`src/rtl/clksynth_pkg.sv`:
```
package clksynth_pkg;
    localparam int T_W     = 2;
    localparam int N_W     = 2;
    localparam int M_W     = 9;
    localparam int FRAME_W = T_W + N_W + M_W;
    localparam int IDX_W   = $clog2(FRAME_W);

    localparam logic [T_W-1:0] T_FIELD = '0;
    localparam logic [N_W-1:0] N_FIELD = '0;

    localparam logic [M_W-1:0] M_CORE_FAST = 9'h014;
    localparam logic [M_W-1:0] M_MEM_FAST  = 9'h018;
    localparam logic [M_W-1:0] M_CORE_SAVE = 9'h00E;
    localparam logic [M_W-1:0] M_MEM_SAVE  = 9'h010;

    localparam logic MODE_FAST = 1'b0;
    localparam logic MODE_SAVE = 1'b1;
    localparam logic TGT_CORE  = 1'b0;
    localparam logic TGT_MEM   = 1'b1;

    typedef enum logic [2:0] {
        PH_IDLE,
        PH_PREP,
        PH_DATA,
        PH_LOW,
        PH_HIGH,
        PH_STRB_HI,
        PH_STRB_LO
    } phase_e;
endpackage

```
`src/rtl/clksynth_settle.sv`:
```
module clksynth_settle #(
    parameter int SETTLE = 16
) (
    input  logic clk,
    input  logic rst_n,
    input  logic restart_i,
    output logic expire_o
);
    localparam int CNT_W = (SETTLE > 1) ? $clog2(SETTLE + 1) : 1;

    logic [CNT_W-1:0] cnt_d, cnt_q;

    always_comb begin
        cnt_d = cnt_q;
        if (restart_i)
            cnt_d = CNT_W'(SETTLE - 1);
        else if (cnt_q != '0)
            cnt_d = cnt_q - 1'b1;
    end

    always_ff @(posedge clk or negedge rst_n) begin
        if (!rst_n) cnt_q <= '0;
        else        cnt_q <= cnt_d;
    end

    assign expire_o = (cnt_q == '0);
endmodule

```
`src/rtl/clksynth_frame_sel.sv`:
```
module clksynth_frame_sel
    import clksynth_pkg::*;
(
    input  logic               mode_i,
    input  logic               tgt_i,
    output logic [FRAME_W-1:0] frame_o
);
    logic [M_W-1:0] m_val;

    always_comb begin
        unique case ({mode_i, tgt_i})
            {MODE_FAST, TGT_CORE}: m_val = M_CORE_FAST;
            {MODE_FAST, TGT_MEM}:  m_val = M_MEM_FAST;
            {MODE_SAVE, TGT_CORE}: m_val = M_CORE_SAVE;
            default:               m_val = M_MEM_SAVE;
        endcase
    end

    assign frame_o = {T_FIELD, N_FIELD, m_val};
endmodule

```
`src/rtl/clksynth_seq.sv`:
```
module clksynth_seq
    import clksynth_pkg::*;
#(
    parameter int SETTLE = 16
) (
    input  logic       clk,
    input  logic       rst_n,
    input  logic       start_i,
    input  logic [1:0] mode_i,
    output logic       sclk_o,
    output logic       sdata_o,
    output logic       load_en_o,
    output logic       core_ld_o,
    output logic       mem_ld_o,
    output logic       busy_o,
    output logic       done_o,
    output logic       already_o,
    output logic       cur_mode_o
);
    localparam logic [IDX_W-1:0] LAST_IDX = IDX_W'(FRAME_W - 1);

    typedef struct packed {
        phase_e           phase;
        logic             tgt;
        logic [IDX_W-1:0] idx;
        logic             mode_new;
        logic             cur_mode;
        logic             busy;
        logic             done;
        logic             already;
        logic             load_en;
        logic             sclk;
        logic             sdata;
        logic             core_ld;
        logic             mem_ld;
    } seq_state_t;

    seq_state_t       d, q;
    logic             restart;
    logic             expire;
    logic [FRAME_W-1:0] frame;
    logic [IDX_W-1:0] bit_pos;

    clksynth_settle #(.SETTLE(SETTLE)) settle_i (
        .clk       (clk),
        .rst_n     (rst_n),
        .restart_i (restart),
        .expire_o  (expire)
    );

    // Bits of the next state are only needed when the target and mode are unchanged.
    clksynth_frame_sel frame_sel_i (
        .mode_i  (q.mode_new),
        .tgt_i   (q.tgt),
        .frame_o (frame)
    );

    always_comb begin
        d         = q;
        d.done    = 1'b0;
        d.already = 1'b0;
        restart   = 1'b0;

        if (q.phase == PH_IDLE) begin
            if (start_i && !mode_i[1]) begin
                if (mode_i[0] == q.cur_mode) begin
                    d.already = 1'b1;
                end else begin
                    d.phase    = PH_PREP;
                    d.tgt      = TGT_CORE;
                    d.idx      = '0;
                    d.mode_new = mode_i[0];
                    restart    = 1'b1;
                end
            end
        end else if (expire) begin
            restart = 1'b1;
            unique case (q.phase)
                PH_PREP: begin
                    d.phase = PH_DATA;
                    d.idx   = '0;
                end
                PH_DATA: d.phase = PH_LOW;
                PH_LOW:  d.phase = PH_HIGH;
                PH_HIGH: begin
                    if (q.idx == LAST_IDX) begin
                        d.phase = PH_STRB_HI;
                    end else begin
                        d.phase = PH_DATA;
                        d.idx   = q.idx + 1'b1;
                    end
                end
                PH_STRB_HI: d.phase = PH_STRB_LO;
                PH_STRB_LO: begin
                    if (q.tgt == TGT_CORE) begin
                        d.tgt   = TGT_MEM;
                        d.phase = PH_PREP;
                    end else begin
                        d.phase    = PH_IDLE;
                        d.done     = 1'b1;
                        d.cur_mode = q.mode_new;
                    end
                end
                default: d.phase = PH_IDLE;
            endcase
        end

        // Registered pin values derived from the next phase.
        bit_pos   = LAST_IDX - d.idx;
        d.busy    = (d.phase != PH_IDLE);
        d.load_en = d.busy;
        unique case (d.phase)
            PH_DATA: begin
                d.sclk  = (d.idx != '0);
                d.sdata = frame[bit_pos];
            end
            PH_LOW: begin
                d.sclk  = 1'b0;
                d.sdata = frame[bit_pos];
            end
            PH_HIGH: begin
                d.sclk  = 1'b1;
                d.sdata = frame[bit_pos];
            end
            PH_STRB_HI, PH_STRB_LO: begin
                d.sclk  = 1'b1;
                d.sdata = 1'b0;
            end
            default: begin
                d.sclk  = 1'b0;
                d.sdata = 1'b0;
            end
        endcase
        d.core_ld = (d.phase == PH_STRB_HI) && (d.tgt == TGT_CORE);
        d.mem_ld  = (d.phase == PH_STRB_HI) && (d.tgt == TGT_MEM);
    end

    always_ff @(posedge clk or negedge rst_n) begin
        if (!rst_n) begin
            q          <= '0;
            q.phase    <= PH_IDLE;
            q.cur_mode <= MODE_SAVE;
        end else begin
            q <= d;
        end
    end

    assign sclk_o     = q.sclk;
    assign sdata_o    = q.sdata;
    assign load_en_o  = q.load_en;
    assign core_ld_o  = q.core_ld;
    assign mem_ld_o   = q.mem_ld;
    assign busy_o     = q.busy;
    assign done_o     = q.done;
    assign already_o  = q.already;
    assign cur_mode_o = q.cur_mode;

    // Data must already be stable when the serial clock rises.
    assert_data_before_clock_R4: assert property (@(posedge clk) disable iff (!rst_n)
        $rose(sclk_o) |-> $stable(sdata_o));

    assert_one_strobe_R6: assert property (@(posedge clk) disable iff (!rst_n)
        $onehot0({core_ld_o, mem_ld_o}));

    assert_strobe_needs_enable_R6: assert property (@(posedge clk) disable iff (!rst_n)
        (core_ld_o || mem_ld_o) |-> (load_en_o && sclk_o));

    assert_done_follows_busy_R8: assert property (@(posedge clk) disable iff (!rst_n)
        done_o |-> ($past(busy_o) && !busy_o && !load_en_o));

    assert_mode_moves_on_done_R8: assert property (@(posedge clk) disable iff (!rst_n)
        !$stable(cur_mode_o) |-> done_o);

    assert_already_idle_R9: assert property (@(posedge clk) disable iff (!rst_n)
        already_o |-> (!busy_o && !done_o && !sclk_o));
endmodule

```
`config.mk`:
```
export PLATFORM = sky130hd
export DESIGN_NAME = clksynth_seq
export DESIGN_NICKNAME = d
export VERILOG_FILES = /design/src/rtl/clksynth_pkg.sv /design/src/rtl/clksynth_settle.sv /design/src/rtl/clksynth_frame_sel.sv /design/src/rtl/clksynth_seq.sv
export SDC_FILE = /design/constraint.sdc
export NUM_CORES = 1
export LEC_CHECK = 0
export CORE_MARGIN = 2
export CORE_UTILIZATION = 35
export DETAILED_ROUTE_END_ITERATION = 10
export DONT_BUFFER_PORTS = 1
export PLACE_DENSITY = 0.62
export SYNTH_ARGS = -nofsm -noshare
export SYNTH_HDL_FRONTEND = slang
export SYNTH_SLANG_ARGS = --single-unit
```
`constraint.sdc`:
```
create_clock -name clk -period 2.75 [get_ports clk]
set_input_delay 0.4125 -clock clk [delete_from_list [all_inputs] [get_ports clk]]
set_output_delay 0.4125 -clock clk [all_outputs]
set_load 0.02 [all_outputs]
```
==> results of run 1 <==
## cell type report
type,instances,area (sq um)
inverters,14,52.55
well taps,50,62.56
multi-input cells,122,940.9
flip-flops and latches,22,553.0
fillers,367,2049
clock buffers,4,55.05
repair buffers,45,344.1
## cells by family after synthesis
| family | synth area share, % |
|---|---|
| multiplexers | 2.826 |
| AO/OA/AOI/OAI | 20.28 |
| XOR/XNOR | 3.409 |
| buffers and inverters | 6.982 |
| flip-flops | 36.66 |
| adder cells (fa/ha/maj) | 7.481 |
| AND/OR/NAND/NOR | 22.36 |
## layer usage
layer | vias to the layer above | track usage [%] | share of wire [%]
met1 | 686 | 20.61 | 46
met2 | 46 | 28.21 | 48
met3 | 4 | 3.779 | 5.8
met5 | - | 0 | 0
li1 | 671 | - | -
met4 | 0 | 4.793 | 0.62
## power breakdown
| group | internal (uW) | switching, uW | total [uW] |
|---|---|---|---|
| registers | 445 | 168 | 613 |
| logic | 614 | 629 | 1240 |
| clock network | 128 | 109 | 237 |
## registers in the layout, indices dropped and copies added, names as in the netlist
name and count:
sdata_o 1, already_o 1, load_en_o 1, mem_ld_o 1, q 9, sclk_o 1, cur_mode_o 1, settle_i.cnt_q 5
core_ld_o 1, done_o 1
## worst max-delay path by stage
stage / endpoint / startpoint / slack [ns]
floorplan: sdata_o / settle_i.cnt_q[0] / -0.11
global placement: sdata_o / settle_i.cnt_q[1] / -0.22
detailed placement: sdata_o / settle_i.cnt_q[1] / -0.30
CTS: sdata_o / settle_i.cnt_q[1] / -0.14
global route: sdata_o / q[17] / -0.32
finish: sdata_o / settle_i.cnt_q[0] / -0.20
## repair_timing
| action | 4_1_cts | 5_1_grt |
|---|---|---|
| buffers inserted | 5 | 4 |
| hold endpoints to repair | 22 | 0 |
| hold buffers | 1 | 0 |
| pin swaps | 3 | 7 |
| endpoints found under the setup margin | 1 | 1 |
| resized for setup | 5 | 6 |
| cloned | 0 | 0 |
## cells in the mapped netlist, types with 2 or more instances
master	number	share of area (%)
dfrtp_1	21	35
nand2_1	15	3.7
inv_1	14	3.5
a21oi_1	11	3.7
nor2_1	11	2.7
o21ai_0	10	3.3
ha_1	9	7.5
nor3_1	7	2.3
or3_1	7	2.9
nand3_1	5	1.7
nand2b_1	4	1.7
a31oi_1	3	1.2
buf_2	3	1.0
nor2b_1	3	1.2
a22oi_1	2	1.0
and3_1	2	0.83
buf_6	2	1.5
mux2_2	2	1.5
mux2i_1	2	1.3
o2111ai_1	2	1.2
o22ai_1	2	0.83
xnor2_1	2	1.2
xor2_1	2	1.2
## stage by stage
stage          power [uW]  util (%)
6_report             2093     49.49
5_1_grt              2248     49.49
4_1_cts              2030     47.86
3_5_place_dp         1720     44.71
3_3_place_gp         1690     44.71
2_1_floorplan        1277         -
==> results by group, run 1 <==
Floorplanning
  – Die width: 69.58 um
  – Die Footprint: 4841 sq um
  – Starting Density: 37.10%
  – IO Pins: 14
  – Num rows: 23
  – Die Ht: 69.58 um
  – Area of the core: 4058 sq um

Placed design
  – Place WS: -0.3048 ns
  – Port buffer count: 0
  – Post-DP HPWL: 2998 um
  – Routability cong.: 0.8302
  – Area after DPL: 1814 sq um
  – Dpl cells: 243

Status
  – Status: complete, but fails checks
  – Failing checks: setup timing

Logic synthesis
  – Warnings from Yosys: 0
  – Synthesized cell area: 1505 sq um
  – Synth Net Count: 180
  – Async SR Flop Fraction: 100.0%
  – Ys flop type: dfrtp_1
  – Post-synth cell types: 48
  – Number of enable flip-flop cells after synthesis: 0
  – Syn Area/Cell: 9.067 sq um
  – Sequential area share after synthesis: 36.66%
  – Mapped Cells: 166
  – Register bit total from synthesis: 22

Clock tree
  – Total CTS buffers: 3
  – CTS clk-pin slew, worst paths: 0.08 ns
  – Clk root buf: clkbuf_8
  – Clock sink count: 22
  – Clock latency on the worst-skew pair: 0.26 ns
  – Longest Clk Path Bufs: 2
  – H-Tree Depth: 1
  – CTS tree: yes

Layout
  – Commonest non-fill, non-tap cell in the layout: buf_4
  – Most frequent cells in the layout: buf_4, dfrtp_1, nand2_1
  – Layout cells sized above 1: 34.78%
  – Layout area overhead: 33.42%
  – Antenna cells: 0
  – Post-route cell area: 2008 sq um
  – Non-Filler Instances: 257
  – Final net count: 222

Power and ir drop
  – Max VDD drop: 0.4167 mV
  – Cell Pwr Density: 1042 nW/um^2
  – Leak Pwr: 0.0009273 uW

STA
  – Worst Skew: 0.001011 ns
  – Hold Vio Cnt, Final: 0
  – Total Neg Setup Slack: -0.2022 ns
  – Actual slew at the worst max-slew pin: 0.9839 ns
  – Slew headroom: 34.19%
  – Unrepaired setup endpoints after global routing: yes
  – Setup violations, final: 1
  – Count of final max-slew check failures: 0
  – Final hold slack: 0.3174 ns
  – Final worst slack: -0.2022 ns
  – Min cycle time layout: 2.952 ns
  – Final period util: 107.4%
  – Fmax: 338.7 MHz

Worst setup path
  – Critical-path cell list: inv_2, ha_4, nor4b_4, buf_6, a32oi_2, a221o_1, inv_2, ha_4, mux2_4, o311ai_4, mux2i_1, or3_1, mux2i_1, a211oi_2
  – CP max stage delay: 0.39 ns
  – CP top delay family: compound AO/OA/AOI/OAI gates
  – Worst endpoint data arrival time: 3.10 ns
  – WP buf/inv: 3
  – CP Class: flip-flop to flip-flop
  – Crit start category: flip-flop
  – WP data required: 2.90 ns
  – Crit-path slowest cell: dfrtp_1
  – Critical R2R Capture: sdata_o
  – CP endpoint kind: flip-flop
  – Critical path depth: 14
  – R2R Setup Slk: -0.20 ns
  – Crit path max fanout: 7
  – R2R depth: 14
  – Critical R2R Launch: settle_i.cnt_q[0]

Min path
  – Hold Path Origin: mode_i[0]
  – Hold Crit Depth: 2
  – Worst hold endpoint: q[9]
  – Hold Path Class: primary input to flip-flop

Global routing
  – First-pass GRT wire length: 6492 um
  – Gr ovfl total: 0
  – Vias in the first global route: 1450
  – Initial antenna violation count: 0
  – Largest net degree at the start of global routing: 23
  – Total GRT Usage: 16.47%

Routing
  – Drt pass-1 iters: 4
  – Drc violations: 0
  – Vias/cell: 5.475
  – Wire per inst: 15.60 um
  – Total Routed Length: 4009 um
  – Iter 0 DRT Violations: 89
  – Vias: 1407
  – Remaining antenna violation count after routing: 0

Run
  – MaxCap Viol Count: 0
Power figures use the tool's default switching activity.
==> run 2: changes to the inputs <==
--- a/config.mk
+++ b/config.mk
@@ -5,11 +5,15 @@
 export SDC_FILE = /design/constraint.sdc
 export NUM_CORES = 1
 export LEC_CHECK = 0
+export CELL_PAD_IN_SITES_DETAIL_PLACEMENT = 0
+export CELL_PAD_IN_SITES_GLOBAL_PLACEMENT = 1
 export CORE_MARGIN = 2
 export CORE_UTILIZATION = 35
+export CTS_BUF_LIST = sky130_fd_sc_hd__clkbuf_16
 export DETAILED_ROUTE_END_ITERATION = 10
 export DONT_BUFFER_PORTS = 1
-export PLACE_DENSITY = 0.62
+export PLACE_DENSITY = 0.73
 export SYNTH_ARGS = -nofsm -noshare
 export SYNTH_HDL_FRONTEND = slang
+export SYNTH_HIERARCHICAL = 1
 export SYNTH_SLANG_ARGS = --single-unit
==> run 2 against run 1 <==
Worst setup slack better by 0.10 ns; count of clock-buffer cells in the layout shrank 1; first-iteration DRC count shrank 37%; global-route usage down 1.3 points; via count fell by 7.5%; the run still ends with setup timing left; largest power group is now sequential cells; core utilization shrank 5.0 points; final cell count decreased by 3.1%; die area grew 3.4%; register-to-register slack better by 0.10 ns; maximum frequency rose by 3.6%; critical path depth down 1.
==> results by group, run 2 <==
Logic synthesis
  – Sequential area share after synthesis: 35.36% (-1.3 points)
  – Yosys top cell by area: dfrtp_1
  – Mapped Cells: 170 (+2.4%)
  – Synth top area share: 33.68% (-1.2 points)
  – Async SR Flop Fraction: 100.0% (unchanged)
  – Synth cell count leaders: dfrtp_1, inv_1, nor2_1
  – Syn Area/Cell: 9.178 sq um (+1.2%)
  – Count leader, synth: dfrtp_1
  – Dominant cells by area after synthesis: dfrtp_1, ha_1, buf_4
  – Ys flop type: dfrtp_1
  – Number of enable flip-flop cells after synthesis: 0 (unchanged)
  – Post-synth cell types: 52 (+8.3%)
  – Synthesized cell area: 1560 sq um (+3.7%)
  – Warnings from Yosys: 6 (+6)
  – Register bit total from synthesis: 22 (unchanged)

STA
  – Count of final max-slew check failures: 0 (unchanged)
  – Total Neg Setup Slack: -0.09855 ns (+0.1036 ns)
  – Setup violations, final: 1 (unchanged)
  – Final period util: 103.6% (-3.8 points)
  – Unrepaired setup endpoints after global routing: yes
  – Fmax: 351.1 MHz (+3.6%)
  – Min cycle time layout: 2.849 ns (-0.1036 ns)
  – Final worst slack: -0.09855 ns (+0.1036 ns)
  – Slew headroom: 33.94% (-0.25 points)
  – Hold Vio Cnt, Final: 0 (unchanged)
  – Actual slew at the worst max-slew pin: 0.9876 ns (+0.003758 ns)
  – Worst Skew: 0.002380 ns (+0.001369 ns)

Min path
  – Hold Path Class: primary input to flip-flop

Global routing
  – Largest net degree at the start of global routing: 23 (unchanged)
  – First-pass GRT wire length: 6078 um (-6.4%)
  – Gr ovfl total: 0 (unchanged)
  – Vias in the first global route: 1358 (-6.3%)
  – Total GRT Usage: 15.22% (-1.3 points)
  – Initial antenna violation count: 0 (unchanged)

Clock tree
  – Clock sink count: 22 (unchanged)
  – CTS tree: yes
  – Clock latency on the worst-skew pair: 0.25 ns (about the same)
  – H-Tree Depth: 1 (unchanged)
  – Longest Clk Path Bufs: 2 (unchanged)
  – Total CTS buffers: 3 (unchanged)
  – CTS clk-pin slew, worst paths: 0.06 ns (-0.02 ns)
  – Clk root buf: clkbuf_16

Worst setup path
  – R2R Setup Slk: -0.1 ns (+0.10 ns)
  – WP data required: 2.92 ns (+0.02 ns)
  – Crit path max fanout: 6 (-1)
  – CP Class: flip-flop to flip-flop
  – CP endpoint kind: flip-flop
  – Worst endpoint data arrival time: 3.02 ns (-0.08 ns)
  – Crit start category: flip-flop

Layout
  – Post-layout utilization of the core: 44.44% (-5.0 points)
  – Multi-input gate area: 949.7 sq um (+0.93%)
  – Layout area overhead: 23.18%
  – Most frequent cells in the layout: buf_4, dfrtp_1, nor2_1, inv_1, conb_1
  – Final net count: 211 (-5.0%)
  – Max reg flops: 9 (unchanged)
  – Fillers: 425 (+16%)
  – Antenna cells: 0 (unchanged)
  – Post-route cell area: 1922 sq um (-4.3%)
  – Register area: 551.8 sq um (-0.23%)
  – Top reg by flops: q
  – Non-Filler Instances: 249 (-3.1%)
  – Layout cells sized above 1: 26.40% (-8.4 points)
  – Commonest non-fill, non-tap cell in the layout: buf_4
  – Top Registers: q (9), settle_i/cnt_q (5)

Placed design
  – Area after DPL: 1794 sq um (-1.1%)
  – Port buffer count: 0 (unchanged)
  – Place WS: -0.1477 ns (+0.1571 ns)
  – Post-DP HPWL: 2747 um (-8.4%)
  – Routability cong.: 0.8865 (+6.8%)
  – Dpl cells: 241 (-0.82%)

Floorplanning
  – IO Pins: 14 (unchanged)
  – Area of the core: 4324 sq um (+6.6%)
  – Die Ht: 70.77 um (+1.7%)
  – Starting Density: 36.08% (-1.0 points)
  – Die width: 70.77 um (+1.7%)
  – Die Footprint: 5008 sq um (+3.4%)
  – Num rows: 24 (+4.3%)

Routing
  – Drt pass-1 iters: 4 (unchanged)
  – Iter 0 DRT Violations: 56 (-37%)
  – Vias: 1301 (-7.5%)
  – Total Routed Length: 3493 um (-13%)
  – Remaining antenna violation count after routing: 0 (unchanged)
  – Vias/cell: 5.225 (-4.6%)
  – Wire per inst: 14.03 um (-10%)
  – Drc violations: 0 (unchanged)

Power and ir drop
  – Cell Pwr Density: 339.2 nW/um^2 (-67%)
  – Leak Pwr: 0.0008124 uW (-12%)
  – Max VDD drop: 0.1792 mV (-57%)

Run
  – MaxCap Viol Count: 0 (unchanged)

Status
  – Failing checks: setup timing
  – Status: complete, but fails checks
run 2: cell count changes after synthesis, sizes merged, moves of 3 or more:
cell | previous run | this run
a21oi | 11 | 5
nand2 | 15 | 9
clkbuf | 1 | 5
or3 | 7 | 3
buf | 7 | 10
run 2: area by class of cell:
cell class              count  area share (%)
multi-input cells         128           49.41
repair buffers             30           11.85
clock inverters             1          0.1953
clock buffers               3           3.906
inverters                  13           2.539
well taps                  52           3.385
flip-flops and latches     22           28.71
run 2: final timing paths:
| kind | startpoint | to | cells after the start |
|---|---|---|---|
| min in group asynchronous | rst_n | settle_i/cnt_q[0] | 1 |
| worst max register to register | settle_i/cnt_q[0] | sdata_o | 13 |
| worst min-delay path | mode_i[0] | q[9] | 2 |
| worst min register to register | settle_i/cnt_q[1] | settle_i/cnt_q[1] | 2 |
| max in group asynchronous | rst_n | q[10] | 1 |
| worst max-delay path | settle_i/cnt_q[0] | sdata_o | 13 |
run 2: worst max-delay path, cell delays in order (launching register included):
cell,delay (ns)
dfrtp_1,0.39
inv_2,0.08
ha_4,0.13
nor4b_4,0.24
or3b_1,0.39
o221ai_2,0.19
o21ai_2,0.10
nand2_2,0.10
ha_4,0.23
mux2i_1,0.12
a211o_1,0.31
a2111oi_2,0.21
a31oi_1,0.10
a211oi_2,0.19
run 2: power by group:
part / internal (uW) / leakage, uW / switching (uW)
Combinational: 5.81 / 0.000503 / 11.3
Sequential: 325 / 0.000271 / 1.31
Clock: 194 / 0.0000385 / 115
Total: 524 / 0.000812 / 127
run 2: kinds of logic (layout without fill, tap and decap cells):
group,count (synthesis),in the layout,share of synthesized area [%]
muxes,6,6,4.010
adders and majority gates,8,8,6.416
buffers and inverters,28,47,9.142
other,1,9,0.2403
AOI/OAI and AO/OA,39,39,19.09
and+or+nand+nor,60,60,22.37
xor gates and xnor gates,6,6,3.368
DFF,22,22,35.36
run 2: stage by stage:
| step | hold WS, ns | total power [uW] |
|---|---|---|
| floorplan | 0.1169 | 349.6 |
| global placement | 0.1176 | 341.1 |
| detailed placement | 0.1175 | 341.2 |
| CTS | 0.3267 | 657.9 |
| global route | 0.3429 | 674.2 |
| finish | 0.3151 | 651.8 |
run 2: routing by layer:
metal | global-route usage, % | share of wire, % | up-vias
met1 | 19.04 | 46 | 628
met2 | 26.48 | 51 | 19
met3 | 2.137 | 2.8 | 4
li1 | - | - | 650
met5 | 0 | 0 | -
met4 | 5.870 | 0.92 | 0
run 2: repair_timing:
| action | in CTS | in global routing |
|---|---|---|
| endpoints found under the hold margin | 22 | 0 |
| buffers inserted | 1 | 2 |
| pin swaps | 1 | 1 |
| setup endpoints to repair | 1 | 1 |
| hold buffers | 1 | 0 |
| resized for setup | 2 | 3 |
